[src/rtl/gseq_pkg.sv]
package gseq_pkg;

  // Per-phase sequencing state.
  typedef enum logic [2:0] {
    ST_IDLE,
    ST_WAIT_LSG,
    ST_HIGH,
    ST_WAIT_SW,
    ST_DEAD,
    ST_LOW
  } gseq_state_e;

  function automatic int unsigned gseq_min(input int unsigned a, input int unsigned b);
    return (a < b) ? a : b;
  endfunction

endpackage

[src/rtl/gseq_phase_timer.sv]
module gseq_phase_timer #(
  parameter int unsigned PERIOD_CYC = 300
) (
  input  logic       clk,
  input  logic       rst_n,
  output logic [1:0] win_start
);
  localparam int unsigned CW   = $clog2(PERIOD_CYC);
  localparam int unsigned HALF = PERIOD_CYC / 2;

  logic [CW-1:0] tick;

  always_ff @(posedge clk) begin
    if (!rst_n)                           tick <= '0;
    else if (tick == CW'(PERIOD_CYC - 1)) tick <= '0;
    else                                  tick <= tick + 1'b1;
  end

  // Divide-by-two: the two window openings sit half a period apart.
  assign win_start[0] = (tick == '0);
  assign win_start[1] = (tick == CW'(HALF));

  assert_one_window_start_R1: assert property (@(posedge clk) disable iff (!rst_n)
    $onehot0(win_start));
  assert_window_not_repeated_R1: assert property (@(posedge clk) disable iff (!rst_n)
    win_start[0] |=> !win_start[0]);

endmodule

[src/rtl/gseq_phase_fsm.sv]
module gseq_phase_fsm
  import gseq_pkg::*;
#(
  parameter int unsigned PERIOD_CYC = 300,
  parameter int unsigned HI_LIMIT   = 270,
  parameter int unsigned DEAD_CYC   = 3,
  parameter int unsigned TMO_CYC    = 8
) (
  input  logic clk,
  input  logic rst_n,
  input  logic run,
  input  logic win_start,
  input  logic pwm,
  input  logic sw_low,
  input  logic lsg_low,
  output logic hs_o,
  output logic ls_o
);
  localparam int unsigned PW   = $clog2(PERIOD_CYC + 1);
  localparam int unsigned WMAX = (TMO_CYC > DEAD_CYC) ? TMO_CYC : DEAD_CYC;
  localparam int unsigned WW   = $clog2(WMAX + 1);

  gseq_state_e    state, nxt;
  logic [PW-1:0]  pcnt;   // cycles since this phase's window opened
  logic [WW-1:0]  wcnt;   // cycles spent in the current state
  logic           tmo_hit;

  assign tmo_hit = (wcnt == WW'(TMO_CYC - 1));

  always_comb begin
    nxt = state;
    if (!run) begin
      nxt = ST_IDLE;
    end else begin
      unique case (state)
        ST_IDLE:     if (win_start && pwm)                   nxt = ST_WAIT_LSG;
        ST_WAIT_LSG: if (lsg_low || tmo_hit)                 nxt = ST_HIGH;
        ST_HIGH:     if (!pwm || pcnt >= PW'(HI_LIMIT - 1))  nxt = ST_WAIT_SW;
        ST_WAIT_SW:  if (sw_low || tmo_hit)                  nxt = ST_DEAD;
        ST_DEAD:     if (wcnt == WW'(DEAD_CYC - 1))          nxt = ST_LOW;
        ST_LOW:      if (win_start && pwm)                   nxt = ST_WAIT_LSG;
        default:                                             nxt = ST_IDLE;
      endcase
    end
  end

  always_ff @(posedge clk) begin
    if (!rst_n) begin
      state <= ST_IDLE;
      wcnt  <= '0;
      pcnt  <= '0;
    end else begin
      state <= nxt;
      if (nxt != state)              wcnt <= '0;
      else if (wcnt != WW'(WMAX))    wcnt <= wcnt + 1'b1;
      if (win_start)                 pcnt <= PW'(1);
      else if (pcnt != PW'(PERIOD_CYC)) pcnt <= pcnt + 1'b1;
    end
  end

  assign hs_o = (state == ST_HIGH);
  assign ls_o = (state == ST_LOW);

  assert_high_within_cap_R2: assert property (@(posedge clk) disable iff (!rst_n)
    hs_o |-> (pcnt < PW'(HI_LIMIT)));
  assert_low_after_high_off_R4: assert property (@(posedge clk) disable iff (!rst_n)
    $rose(ls_o) |-> $past(!hs_o));
  assert_high_after_low_off_R5: assert property (@(posedge clk) disable iff (!rst_n)
    $rose(hs_o) |-> $past(!ls_o));

endmodule

[src/rtl/gseq_crowbar.sv]
module gseq_crowbar #(
  parameter int unsigned NPH = 2
) (
  input  logic           clk,
  input  logic           rst_n,
  input  logic           ov_flag,
  input  logic [NPH-1:0] hs_in,
  input  logic [NPH-1:0] ls_in,
  output logic           ov_lat,
  output logic [NPH-1:0] hs_out,
  output logic [NPH-1:0] ls_out
);
  always_ff @(posedge clk) begin
    if (!rst_n) ov_lat <= 1'b0;
    else        ov_lat <= ov_lat | ov_flag;
  end

  assign hs_out = ov_lat ? '0 : hs_in;
  assign ls_out = ov_lat ? '1 : ls_in;

  assert_ov_sticky_R10: assert property (@(posedge clk) disable iff (!rst_n)
    ov_lat |=> ov_lat);
  assert_ov_crowbar_R10: assert property (@(posedge clk) disable iff (!rst_n)
    ov_flag |=> (hs_out == '0 && ls_out == '1));

endmodule

[src/rtl/dual_phase_gate_seq.sv]
module dual_phase_gate_seq
  import gseq_pkg::*;
#(
  parameter int unsigned PERIOD_CYC   = 300,
  parameter int unsigned MAX_DUTY_PCT = 90,
  parameter int unsigned MIN_LO_CYC   = 17,
  parameter int unsigned DEAD_CYC     = 3,
  parameter int unsigned TMO_CYC      = 8
) (
  input  logic       clk,
  input  logic       rst_n,
  input  logic [1:0] pwm_req,
  input  logic [1:0] sw_low,
  input  logic [1:0] lsg_low,
  input  logic       enable,
  input  logic       light_load,
  input  logic       ov_flag,
  output logic [1:0] hs_en,
  output logic [1:0] ls_en
);
  localparam int unsigned NPH      = 2;
  localparam int unsigned DUTY_CAP = PERIOD_CYC * MAX_DUTY_PCT / 100;
  localparam int unsigned LOW_KEEP = PERIOD_CYC - DEAD_CYC - TMO_CYC - MIN_LO_CYC;
  localparam int unsigned HI_LIMIT = gseq_min(DUTY_CAP, LOW_KEEP);

  logic [NPH-1:0] win_start, phase_run, fsm_hs, fsm_ls;
  logic           ov_lat;

  gseq_phase_timer #(.PERIOD_CYC(PERIOD_CYC)) u_timer (
    .clk(clk), .rst_n(rst_n), .win_start(win_start)
  );

  // Phase A is parked in light-load mode; both halt on disable or crowbar.
  assign phase_run = {enable & ~ov_lat, enable & ~light_load & ~ov_lat};

  for (genvar g = 0; g < NPH; g++) begin : g_phase
    gseq_phase_fsm #(
      .PERIOD_CYC(PERIOD_CYC), .HI_LIMIT(HI_LIMIT),
      .DEAD_CYC(DEAD_CYC),     .TMO_CYC(TMO_CYC)
    ) u_fsm (
      .clk(clk), .rst_n(rst_n), .run(phase_run[g]), .win_start(win_start[g]),
      .pwm(pwm_req[g]), .sw_low(sw_low[g]), .lsg_low(lsg_low[g]),
      .hs_o(fsm_hs[g]), .ls_o(fsm_ls[g])
    );
  end

  gseq_crowbar #(.NPH(NPH)) u_crowbar (
    .clk(clk), .rst_n(rst_n), .ov_flag(ov_flag),
    .hs_in(fsm_hs), .ls_in(fsm_ls),
    .ov_lat(ov_lat), .hs_out(hs_en), .ls_out(ls_en)
  );

  assert_no_shoot_through_R11: assert property (@(posedge clk) disable iff (!rst_n)
    (hs_en & ls_en) == '0);
  assert_disable_stops_R9: assert property (@(posedge clk) disable iff (!rst_n)
    (!enable && !ov_lat) |=> (hs_en == '0 && (ls_en == '0 || ov_lat)));
  assert_light_parks_a_R8: assert property (@(posedge clk) disable iff (!rst_n)
    (light_load && !ov_lat) |=> (!hs_en[0] && (!ls_en[0] || ov_lat)));

endmodule

[config.mk]
export PLATFORM = sky130hd
export DESIGN_NAME = dual_phase_gate_seq
export DESIGN_NICKNAME = d
export VERILOG_FILES = /design/src/rtl/gseq_pkg.sv /design/src/rtl/gseq_phase_timer.sv /design/src/rtl/gseq_phase_fsm.sv /design/src/rtl/gseq_crowbar.sv /design/src/rtl/dual_phase_gate_seq.sv
export SDC_FILE = /design/constraint.sdc
export NUM_CORES = 1
export LEC_CHECK = 0
export BUFFER_PORTS_ARGS = -buffer_cell sky130_fd_sc_hd__buf_2
export CAP_MARGIN = 20
export CORE_ASPECT_RATIO = 0.8
export CORE_MARGIN = 1
export CORE_UTILIZATION = 60
export DETAILED_ROUTE_END_ITERATION = 10
export PLACE_DENSITY_LB_ADDON = 0.1
export SETUP_SLACK_MARGIN = 0.02
export SYNTH_ARGS = -nofsm -noshare
export SYNTH_HDL_FRONTEND = slang
export SYNTH_SLANG_ARGS = --single-unit
[constraint.sdc]
create_clock -name clk -period 2.2 [get_ports clk]
set_input_delay 0 -clock clk [delete_from_list [all_inputs] [get_ports clk]]
set_output_delay 0 -clock clk [all_outputs]
set_load 0.01 [all_outputs]
==> impl_metrics.yaml <==
run_status:
  outcome: "complete, no violations"
place:
  dp_slack_ns: 0.249
  hpwlAfterDp_mm: 3.42
  placed_area_um2: 2560
  gp_congestion: 0.838
  portBuffers: 14
worst_setup_path:
  reg2reg_depth: 7
  path_class: "flop to flop"
  startpoint_type: "flop"
  cp_max_fo: 4
  cp.arrival_ns: 2.13
  end_kind: "flop"
  crit_required_ns: 2.38
route:
  wire_per_inst_um: 13.2
  drt_iter0_markers: 208
  vias: 2086
  postRouteAntennaNets: 0
  drt_wl_total_mm: 4.77
  drc: 0
  via_per_inst: 5.76
  first_pass_iters: 5
logic_synthesis:
  syn_avg_cell_area_um2: 8.43
  post_synth_num_cell_types: 56
  synthArstFlopShare: 0
  ys.warnings.count: 0
  syn_area_um2: 2440
  ys.flop_type: "dfxtp_1"
  yosysSeqAreaShare: 0.345
  synth-edff-count: 0
  yosys_register_bits: 42
  syn_inst: 289
  synth_fp_nets: 315
floorplan:
  initial_utilization: 0.632
  placementRows: 20
  fp.dieH_um: 59.0
  die-area_um2: 4320
  ios: 15
  core_region_area_um2: 3850
  die-width_um: 73.3
sta:
  timing.final.crit_share: 0.889
  setup_violations: 0
  fin_ws_ns: 0.245
  setup_tns_ns: 0
  maxSlewViolCount: 0
  rsz0062_at_grt: "false"
  fin_crit_ns: 1.96
  tightest_slew_ns: 0.417
  fmax_mhz: 511
  relSlewSlack: 0.720
  fin_worst_skew_ns: 0.00847
  hold_violations: 0
clocking:
  cts_root_buffer: "clkbuf_8"
  clockBufferDepth: 2
  insertion_delay_ns: 0.31
  ctsHtreeMaxLevel: 2
  cts_tree: "yes"
  cts_setup_buffers: 0
  cts-buffers-inserted: 5
  clkTransAtPathRegs_ns: 0.07
  clkSinkCount: 42
pwr:
  sequentialPowerShare: 0.548
  leakage_nw: 1.05
  p_clk_frac: 0.350
  p_sw_uw: 395
  p_sw_frac: 0.263
  pwr-share-comb: 0.103
  power_mw: 1.50
  ir_drop_v: 0.000381
  power.density_nw_per_um2: 562
  p_int_mw: 1.11
final_layout:
  synthToLayoutAreaGrowth_pct: 9.50
  drive_gt1_frac: 0.124
  antennaDiodeCount: 0
  nFillCells: 329
  final_area_um2: 2670
  finalNetCount: 332
grt:
  grt_max_degree: 14
  grt_pass1_vias: 1731
  grt_overflow: 0
  antenna_found_initial: 0
  grt_use_total: 0.241
  grt_pass1_wl_mm: 7.85
job:
  cap_viol_max_count: 0
worst_hold_path:
  holdCritPathClass: "input port to flop"
  worstHoldPathCells: 3
-- cell type report --
class                   count  area (um^2)  area share
multi-input cells         224         1510       0.564
flip-flops and latches     42          841       0.315
repair buffers             18          103      0.0384
clock buffers               6         82.6      0.0309
well taps                  55         68.8      0.0258
inverters                  15         56.3      0.0211
clock inverters             2         12.5     0.00469
-- kinds of logic after synthesis --
logic type | count (synthesis) | synth area share
AO/OA/AOI/OAI | 46 | 0.142
XOR/XNOR | 24 | 0.0862
adder cells (fa/ha/maj) | 15 | 0.0770
buffers and inverters | 23 | 0.0400
flip-flops | 42 | 0.345
multiplexers | 3 | 0.0133
AND/OR/NAND/NOR | 136 | 0.297
-- cells in the final DEF, fill, tap and decap left out, types with 3 or more instances in the layout --
master	n
nor3_1	9
dfxtp_1	42
o211ai_1	3
o21a_1	4
or3_1	3
nor2b_1	4
nand3_1	15
xnor2_1	16
nand4_1	5
a21oi_1	9
o21ai_0	6
ha_1	15
xor2_1	8
nor3b_1	3
buf_4	3
nor2_1	41
o211a_1	3
nand2_1	19
and3_1	6
buf_2	14
clkbuf_8	6
inv_1	15
nor4_1	10
-- flip-flops by register name (all words and copies together), names as in the netlist --
name / count
g_phase.u_fsm.pcnt: 18
u_timer.tick: 9
g_phase.u_fsm.wcnt: 8
g_phase.u_fsm.state: 6
u_crowbar.ov_lat: 1
-- power groups by stage --
stage / registers (mW) / logic (mW) / clock network (mW)
final: 0.822 / 0.154 / 0.525
after global routing: 0.827 / 0.177 / 0.561
after CTS: 0.821 / 0.153 / 0.541
after detailed placement: 0.839 / 0.150 / 0
after global placement: 0.837 / 0.146 / 0
after floorplan: 0.827 / 0.110 / 0
-- worst paths after layout --
kind                                                from                        end  slack [ns]
worst min register to register           u_timer.tick[0]            u_timer.tick[0]        0.47
worst min-delay path                               rst_n  g_phase[0].u_fsm.state[0]        0.01
worst max register to register  g_phase[1].u_fsm.wcnt[0]   g_phase[1].u_fsm.wcnt[0]        0.24
worst max-delay path            g_phase[1].u_fsm.wcnt[0]   g_phase[1].u_fsm.wcnt[0]        0.24
-- synthesized netlist by cell type (all sizes together) (2+ instances only) --
cell type / number / area [um^2]
clkbuf: 4 / 15.0
o21ai: 8 / 40.0
ha: 15 / 188
nand2: 19 / 71.3
a21oi: 9 / 45.0
mux2: 2 / 22.5
nand4: 5 / 31.3
nand3b: 2 / 15.0
nor3b: 3 / 22.5
a211oi: 3 / 27.5
nand3: 15 / 75.1
dfxtp: 42 / 841
nand2b: 2 / 12.5
xnor2: 16 / 140
or3: 3 / 18.8
o21a: 4 / 30.0
inv: 15 / 56.3
a31oi: 2 / 12.5
o211ai: 3 / 22.5
nor4b: 4 / 41.3
buf: 4 / 26.3
and3b: 2 / 17.5
nor4: 10 / 62.6
or3b: 2 / 17.5
xor2: 8 / 70.1
a21o: 2 / 15.0
nor2: 41 / 154
o211a: 3 / 30.0
and3: 6 / 37.5
nor2b: 4 / 25.0
nor3: 11 / 65.1
or4: 2 / 15.0
-- worst max-delay path, stage by stage, from the launching register on --
cell      delay (ns)
dfxtp_1         0.35
inv_1           0.10
ha_1            0.14
or3b_1          0.35
a211oi_1        0.37
nor3_1          0.10
a211oi_2        0.34
nor4_1          0.09
-- layer usage --
layer	vias to the layer above	part of all wire	GRT usage
met5	-	0	0
met1	980	0.52	0.346
met2	34	0.42	0.344
met3	10	0.030	0.0459
met4	0	0.021	0.118
li1	1062	-	-
-- through the flow --
step / utilization / cells / hold slack (ns)
detailed placement: 0.664 / 353 / 0.212
global placement: 0.664 / 353 / 0.208
global route: 0.693 / 362 / 0.0360
floorplan: - / 289 / 0.116
CTS: 0.691 / 362 / 0.00307
finish: 0.693 / 362 / 0.0116
-- timing repair --
item	in CTS	in global routing
resized for setup	0	1
endpoints found under the hold margin	1	0
endpoints found under the setup margin	0	3
hold buffers	1	0
Power figures use the tool's default switching activity.
